<file path="src/rtl/bridge_cfg_pkg.sv">
package bridge_cfg_pkg;
   localparam int HDR_DW = 3;
   localparam int APB_DW = 4;
   localparam int SID_DW = 11;
   localparam int CAP_DW = 13;
   localparam logic [31:0] CAP_VALUE = 32'h0000_0080;
   localparam logic [7:0] MULTI_FN_CODE = 8'h80;
   localparam logic [3:0] APB_LOW_NIBBLE = 4'h8;
endpackage

</file>
<file path="src/rtl/cfg_apbase.sv">
module cfg_apbase #(
   parameter int SIZE_W = 12,
   parameter bit EXT_EN = 1'b1
) (
   input  logic              clk,
   input  logic              rst_n,
   input  logic              wr,
   input  logic [1:0]        be,
   input  logic [11:0]       d,
   input  logic [SIZE_W-1:0] size,
   input  logic              mode,
   output logic [31:0]       q
);
   import bridge_cfg_pkg::*;

   localparam int STW = 12;

   if (SIZE_W != 12) begin : g_bad_size
      $error("cfg_apbase: SIZE_W must be 12");
   end

   logic [STW-1:0] stor;
   logic [STW-1:0] leg_mask;
   logic [STW-1:0] ext_mask;
   logic [STW-1:0] eff_mask;

   always_ff @(posedge clk or negedge rst_n) begin
      if (!rst_n) begin
         stor <= '0;
      end else if (wr) begin
         if (be[1]) stor[11:4] <= d[11:4];
         if (be[0]) stor[3:0]  <= d[3:0];
      end
   end

   for (genvar k = 0; k < 8; k++) begin : g_leg
      assign leg_mask[k] = size[k];
   end
   assign leg_mask[11:8] = 4'hF;

   assign ext_mask[1:0] = 2'b00;
   for (genvar k = 0; k < 6; k++) begin : g_ext_lo
      assign ext_mask[k+2] = size[k];
   end
   for (genvar k = 0; k < 4; k++) begin : g_ext_hi
      assign ext_mask[k+8] = size[k+8];
   end

   if (EXT_EN) begin : g_two_layouts
      assign eff_mask = mode ? ext_mask : leg_mask;
   end else begin : g_legacy_only
      logic unused_mode;
      assign unused_mode = mode ^ (|ext_mask);
      assign eff_mask = leg_mask;
   end

   assign q = {stor & eff_mask, 16'h0000, APB_LOW_NIBBLE};

   a_r3_legacy_gate: assert property (@(posedge clk) disable iff (!rst_n)
      !mode |-> ((q[27:20] & ~size[7:0]) == 8'h00));

   a_r4_ext_gate: assert property (@(posedge clk) disable iff (!rst_n)
      mode |-> (((q[31:28] & ~size[11:8]) == 4'h0) && ((q[27:22] & ~size[5:0]) == 6'h00)
                && (q[21:20] == 2'b00)));

   a_r5_hold_without_write: assert property (@(posedge clk) disable iff (!rst_n)
      !wr |=> $stable(stor));
endmodule

</file>
<file path="src/rtl/cfg_wonce.sv">
module cfg_wonce #(
   parameter int W = 16
) (
   input  logic           clk,
   input  logic           rst_n,
   input  logic           wr,
   input  logic [W/8-1:0] be,
   input  logic [W-1:0]   d,
   output logic [W-1:0]   q
);
   localparam int NB = W / 8;

   if (W % 8 != 0 || W == 0) begin : g_bad_w
      $error("cfg_wonce: W must be a nonzero multiple of 8");
   end

   logic locked;

   always_ff @(posedge clk or negedge rst_n) begin
      if (!rst_n) begin
         locked <= 1'b0;
      end else if (wr) begin
         locked <= 1'b1;
      end
   end

   for (genvar b = 0; b < NB; b++) begin : g_byte
      always_ff @(posedge clk or negedge rst_n) begin
         if (!rst_n) begin
            q[b*8 +: 8] <= '0;
         end else if (wr && !locked && be[b]) begin
            q[b*8 +: 8] <= d[b*8 +: 8];
         end
      end
   end

   a_r6_frozen_after_lock: assert property (@(posedge clk) disable iff (!rst_n)
      locked |=> $stable(q));

   a_r6_lock_sticky: assert property (@(posedge clk) disable iff (!rst_n)
      locked |=> locked);
endmodule

</file>
<file path="src/rtl/cfg_rd_mux.sv">
module cfg_rd_mux #(
   parameter int ADDR_W = 6
) (
   input  logic [ADDR_W-1:0] rd_dw,
   input  logic              multi_fn,
   input  logic [31:0]       apb_q,
   input  logic [15:0]       svid_q,
   input  logic [15:0]       sid_q,
   output logic [31:0]       rd_data
);
   import bridge_cfg_pkg::*;

   always_comb begin
      rd_data = '0;
      unique case (rd_dw)
         ADDR_W'(HDR_DW): rd_data = {8'h00, (multi_fn ? MULTI_FN_CODE : 8'h00), 16'h0000};
         ADDR_W'(APB_DW): rd_data = apb_q;
         ADDR_W'(SID_DW): rd_data = {sid_q, svid_q};
         ADDR_W'(CAP_DW): rd_data = CAP_VALUE;
         default:         rd_data = '0;
      endcase
   end
endmodule

</file>
<file path="src/rtl/bridge_cfg_hdr.sv">
module bridge_cfg_hdr #(
   parameter int ADDR_W = 6,
   parameter int SIZE_W = 12,
   parameter bit EXT_EN = 1'b1
) (
   input  logic              clk,
   input  logic              rst_n,
   input  logic              wr_en,
   input  logic [ADDR_W-1:0] wr_dw,
   input  logic [3:0]        wr_be,
   input  logic [31:0]       wr_data,
   input  logic [ADDR_W-1:0] rd_dw,
   output logic [31:0]       rd_data,
   input  logic [SIZE_W-1:0] ap_size,
   input  logic              ap_mode,
   input  logic              multi_fn
);
   import bridge_cfg_pkg::*;

   localparam int NDW = 1 << ADDR_W;

   if (ADDR_W < 4 || NDW <= CAP_DW) begin : g_bad_addr
      $error("bridge_cfg_hdr: ADDR_W too small for the header dwords");
   end

   logic        apb_wr;
   logic        svid_wr;
   logic        sid_wr;
   logic [31:0] apb_q;
   logic [15:0] svid_q;
   logic [15:0] sid_q;
   logic        unused_wr_bits;

   assign apb_wr  = wr_en && (wr_dw == ADDR_W'(APB_DW)) && (wr_be[3] || wr_be[2]);
   assign svid_wr = wr_en && (wr_dw == ADDR_W'(SID_DW)) && (|wr_be[1:0]);
   assign sid_wr  = wr_en && (wr_dw == ADDR_W'(SID_DW)) && (|wr_be[3:2]);
   assign unused_wr_bits = ^wr_data[19:0];

   cfg_apbase #(.SIZE_W(SIZE_W), .EXT_EN(EXT_EN)) u_apb (
      .clk(clk), .rst_n(rst_n), .wr(apb_wr), .be(wr_be[3:2]), .d(wr_data[31:20]),
      .size(ap_size), .mode(ap_mode), .q(apb_q)
   );

   cfg_wonce #(.W(16)) u_svid (
      .clk(clk), .rst_n(rst_n), .wr(svid_wr), .be(wr_be[1:0]), .d(wr_data[15:0]), .q(svid_q)
   );

   cfg_wonce #(.W(16)) u_sid (
      .clk(clk), .rst_n(rst_n), .wr(sid_wr), .be(wr_be[3:2]), .d(wr_data[31:16]), .q(sid_q)
   );

   cfg_rd_mux #(.ADDR_W(ADDR_W)) u_mux (
      .rd_dw(rd_dw), .multi_fn(multi_fn), .apb_q(apb_q), .svid_q(svid_q), .sid_q(sid_q),
      .rd_data(rd_data)
   );

   a_r8_cap_const: assert property (@(posedge clk) disable iff (!rst_n)
      (rd_dw == ADDR_W'(CAP_DW)) |-> (rd_data == 32'h0000_0080));

   a_r2_apb_low_bits: assert property (@(posedge clk) disable iff (!rst_n)
      (rd_dw == ADDR_W'(APB_DW)) |-> (rd_data[19:0] == 20'h00008));

   a_r9_unmapped_zero: assert property (@(posedge clk) disable iff (!rst_n)
      (rd_dw != ADDR_W'(HDR_DW) && rd_dw != ADDR_W'(APB_DW) && rd_dw != ADDR_W'(SID_DW)
       && rd_dw != ADDR_W'(CAP_DW)) |-> (rd_data == 32'h0));
endmodule

</file>
<file path="config.mk">
export PLATFORM = sky130hd
export DESIGN_NAME = bridge_cfg_hdr
export DESIGN_NICKNAME = d
export VERILOG_FILES = /design/src/rtl/bridge_cfg_pkg.sv /design/src/rtl/cfg_apbase.sv /design/src/rtl/cfg_wonce.sv /design/src/rtl/cfg_rd_mux.sv /design/src/rtl/bridge_cfg_hdr.sv
export SDC_FILE = /design/constraint.sdc
export NUM_CORES = 1
export LEC_CHECK = 0
export BUFFER_PORTS_ARGS = -buffer_cell sky130_fd_sc_hd__buf_2
export CORE_MARGIN = 2
export CORE_UTILIZATION = 40
export CTS_CLUSTER_SIZE = 12
export DETAILED_ROUTE_END_ITERATION = 10
export PLACE_DENSITY = 0.7
export SETUP_SLACK_MARGIN = 0.2
export SYNTH_ARGS = -nofsm -noshare
export SYNTH_HDL_FRONTEND = slang
export SYNTH_SLANG_ARGS = --single-unit
</file>
<file path="constraint.sdc">
create_clock -name clk -period 1.8 [get_ports clk]
set_input_delay 0.27 -clock clk [delete_from_list [all_inputs] [get_ports clk]]
set_output_delay 0.27 -clock clk [all_outputs]
set_load 0.05 [all_outputs]
</file>
==> tab_implementation.tex <==
\begin{tabular}{lr}
\hline
Metric & Value \\
\hline
\multicolumn{2}{l}{\textbf{Detailed routing}} \\
\quad Violation count after the first detailed-route iteration & 56 \\
\quad DRC & 0 \\
\quad Routed via count & 1753 \\
\quad Routed vias/inst & 4.924 \\
\quad Routed WL & 5071 µm \\
\quad Routed WL per cell & 14.24 µm \\
\quad DR pass1 iterations & 4 \\
\quad Number of nets still failing antenna checks after routing & 0 \\
\multicolumn{2}{l}{\textbf{CTS}} \\
\quad Number of levels the H-tree was split into & 2 \\
\quad Clk root buf & clkbuf\_8 \\
\quad Number of buffers created by CTS & 5 \\
\quad Insertion delay of the later-clocked pin in the worst-skew pair & 0.29 ns \\
\quad TritonCTS sink count & 46 \\
\quad Clock tree from TritonCTS & built \\
\quad Maximum clock path buffer count & 2 \\
\quad Clock-pin transition on the worst setup and hold timing paths & 0.09 ns \\
\multicolumn{2}{l}{\textbf{Pwr}} \\
\quad Power share of the combinational group & 12.0\% \\
\quad Final Power & 2.199 mW \\
\quad Switching fraction of total power & 23.25\% \\
\quad Maximum vdd drop & 404.6 µV \\
\quad Leak pwr & 1.689 nW \\
\quad Proportion of power drawn by the clock network & 34.8\% \\
\quad Part of the total power dissipated in sequential elements & 53.3\% \\
\quad NetSw & 0.5114 mW \\
\quad Power density over the cells & 680.8 nW/µm² \\
\quad Internal power & 1.688 mW \\
\multicolumn{2}{l}{\textbf{Floorplanning}} \\
\quad Core Region & 5473 µm² \\
\quad DIE HEIGHT & 79.08 µm \\
\quad Die Area & 6253 µm² \\
\quad Ports & 97 \\
\quad Initial Utilization & 41.20\% \\
\quad Number of standard-cell rows in the floorplan & 27 \\
\quad DIE WIDTH & 79.08 µm \\
\multicolumn{2}{l}{\textbf{Synth}} \\
\quad Cells taking the most area after synthesis & dfrtp\_1 (51\%), mux2\_2 (24\%), and2\_1 (5.5\%) \\
\quad Net count after synthesis & 233 \\
\quad Sequential area share after synthesis & 51.05\% \\
\quad Library cell with the largest summed area after synthesis & dfrtp\_1 \\
\quad Number of warnings reported in the yosys synthesis log & 0 \\
\quad Top cell type's share of synthesized area & 51.05\% \\
\quad Count of mapped cells out of synthesis & 168 \\
\quad Main synth FF type & dfrtp\_1 \\
\quad Post-synth design cell area & 2255 µm² \\
\quad Distinct cell type count of the synthesized netlist & 28 \\
\quad Number of synthesized register bits & 46 \\
\quad Fraction of registers with async set/reset & 100.0\% \\
\quad Avg Inst Size Synth & 13.42 µm² \\
\quad Number of synthesized flops with an enable pin & 0 \\
\multicolumn{2}{l}{\textbf{Timing}} \\
\quad Peak clock frequency supported by timing & 635.9 MHz \\
\quad Minimum clock period after layout & 1.573 ns \\
\quad Setup TNS & 0 ns \\
\quad Final-report setup violation count & 0 \\
\quad Slack of the critical path & 0.2274 ns \\
\quad Setup repair after global routing missed its margin & yes \\
\quad Final critical-path share of the clock period & 87.37\% \\
\quad Worst-margin pin slew & 0.4904 ns \\
\quad Hold Worst Slack & 0.1839 ns \\
\quad Total count of max-transition violations in the final report & 0 \\
\quad Clock Skew & 0.003575 ns \\
\quad Endpoints failing hold & 0 \\
\quad Normalized max-slew margin & 67.31\% \\
\multicolumn{2}{l}{\textbf{Final layout}} \\
\quad Final design instance area without fill & 3231 µm² \\
\quad Count of nets after finishing & 348 \\
\quad P\&R area growth vs syn & 43.29\% \\
\quad Count of antenna diodes in the layout & 0 \\
\quad Post-route insts no fill & 356 \\
\quad Share of cells above drive strength 1 & 72.18\% \\
\quad Post-layout util & 59.03\% \\
\multicolumn{2}{l}{\textbf{Critical path}} \\
\quad Worst Path Arrival & 1.30 ns \\
\quad Data required time at the worst endpoint & 1.53 ns \\
\quad Startpoint kind of the worst setup timing path & input pin \\
\quad Max FO, Critical Path & 5 \\
\quad Classification of the worst setup path & in -> out \\
\quad Capturing element type of the critical path & output pin \\
\multicolumn{2}{l}{\textbf{Placed design}} \\
\quad Placed Instance Area & 2972 µm² \\
\quad Final HPWL from detailed placement & 3872 µm \\
\quad Cells after DPL & 346 \\
\quad Post-Place Worst Slack & -0.04900 ns \\
\quad Routability congestion estimate from global placement & 0.7804 \\
\quad Count of buffers from port buffering & 96 \\
\multicolumn{2}{l}{\textbf{Global route}} \\
\quad Maximum number of pins on one net before global-route repair & 27 \\
\quad Gr ovfl total & 0 \\
\quad First-pass GRT wire length & 8045 µm \\
\quad Antenna violations before repair & 0 \\
\quad Vias in the first global route & 1697 \\
\quad Global router's overall resource usage & 16.52\% \\
\multicolumn{2}{l}{\textbf{Run}} \\
\quad Max capacitance violation total & 0 \\
\multicolumn{2}{l}{\textbf{Min path}} \\
\quad Class of the most critical hold timing path & in -> reg \\
\multicolumn{2}{l}{\textbf{Run status}} \\
\quad Result of the run & finished, final reports clean \\
\hline
\end{tabular}
==> placed cells by master (no fill, tap or decap), types with 3 or more instances in the layout <==
cell | Yosys | layout
buf_4 | 0 | 38
o21ai_0 | 4 | 4
mux2_2 | 48 | 48
buf_2 | 1 | 66
o2bb2ai_1 | 4 | 3
nand3_1 | 4 | 4
dfrtp_1 | 46 | 46
and2_2 | 0 | 18
buf_6 | 0 | 7
clkbuf_8 | 0 | 5
a32o_2 | 0 | 7
nor4b_4 | 4 | 4
nor2_1 | 5 | 4
==> worst paths after layout <==
path	from	end	slack, ns	cells after the start
max in group asynchronous	rst_n	u_sid.q[14]	0.83	3
min in group asynchronous	rst_n	u_sid.q[2]	0.47	2
worst min register to register	u_svid.q[4]	u_svid.q[4]	0.48	1
worst max register to register	u_sid.locked	u_sid.q[7]	0.42	3
worst min-delay path	wr_data[4]	u_svid.q[4]	0.18	2
worst max-delay path	rd_dw[0]	rd_data[23]	0.23	5
==> area by class of cell <==
cell class	count	area, µm²
fillers	475	2242
flip-flops and latches	46	1151
multi-input cells	115	1132
repair buffers	114	739.5
well taps	72	90.09
clock buffers	5	68.82
clock inverters	3	45.04
inverters	1	3.754
==> power by group through the flow <==
stage                     combinational (mW)  sequential [mW]  clock (mW)
final                                  0.264             1.17       0.764
after global routing                   0.294             1.18       0.834
after CTS                              0.266             1.17       0.790
after detailed placement               0.259             1.19           0
after global placement                 0.255             1.19           0
after floorplan                        0.133             1.18           0
==> timing repair <==
item / in CTS / in global routing
gates resized for setup: 38 / 6
hold endpoints to repair: 20 / 0
buffers inserted: 0 / 1
endpoints found under the setup margin: 31 / 23
pin swaps: 0 / 1
hold buffers: 1 / 0
==> flip-flops by register name, summed over array words and instances, names as in the netlist <==
register	cells
u_svid.q	16
u_svid.locked	1
u_apb.stor	12
u_sid.q	16
u_sid.locked	1
==> critical path: stages <==
cell and delay (ns):
buf_2 0.12, nor2_1 0.13, nand4b_1 0.29, o22ai_2 0.19, buf_2 0.30
==> Yosys cell counts, types with 2 or more instances <==
library cell / n
o2bb2ai_1: 4
o21ai_0: 4
nand4b_1: 2
a32o_1: 7
clkbuf_1: 4
o21bai_1: 2
nor2_1: 5
nor2b_1: 2
nand3_1: 4
and2_1: 20
nor4b_4: 4
dfrtp_1: 46
mux2_1: 2
mux2_2: 48
==> logic make-up after synthesis <==
group | synth area share (%)
flip-flops | 51.05
buffers and inverters | 1.276
AND/OR/NAND/NOR | 15.21
AO/OA/AOI/OAI | 7.048
multiplexers | 25.42
==> per-layer routing <==
metal | vias to the layer above | wire length [µm] | global-route usage (%) | share of wire (%)
met5 | - | 0 | 0 | 0
met4 | 0 | 77 | 4.828 | 1.5
met3 | 7 | 268 | 3.636 | 5.3
met2 | 51 | 2527 | 26.86 | 50
met1 | 842 | 2197 | 22.21 | 43
li1 | 853 | - | - | -
Power figures use the tool's default switching activity.
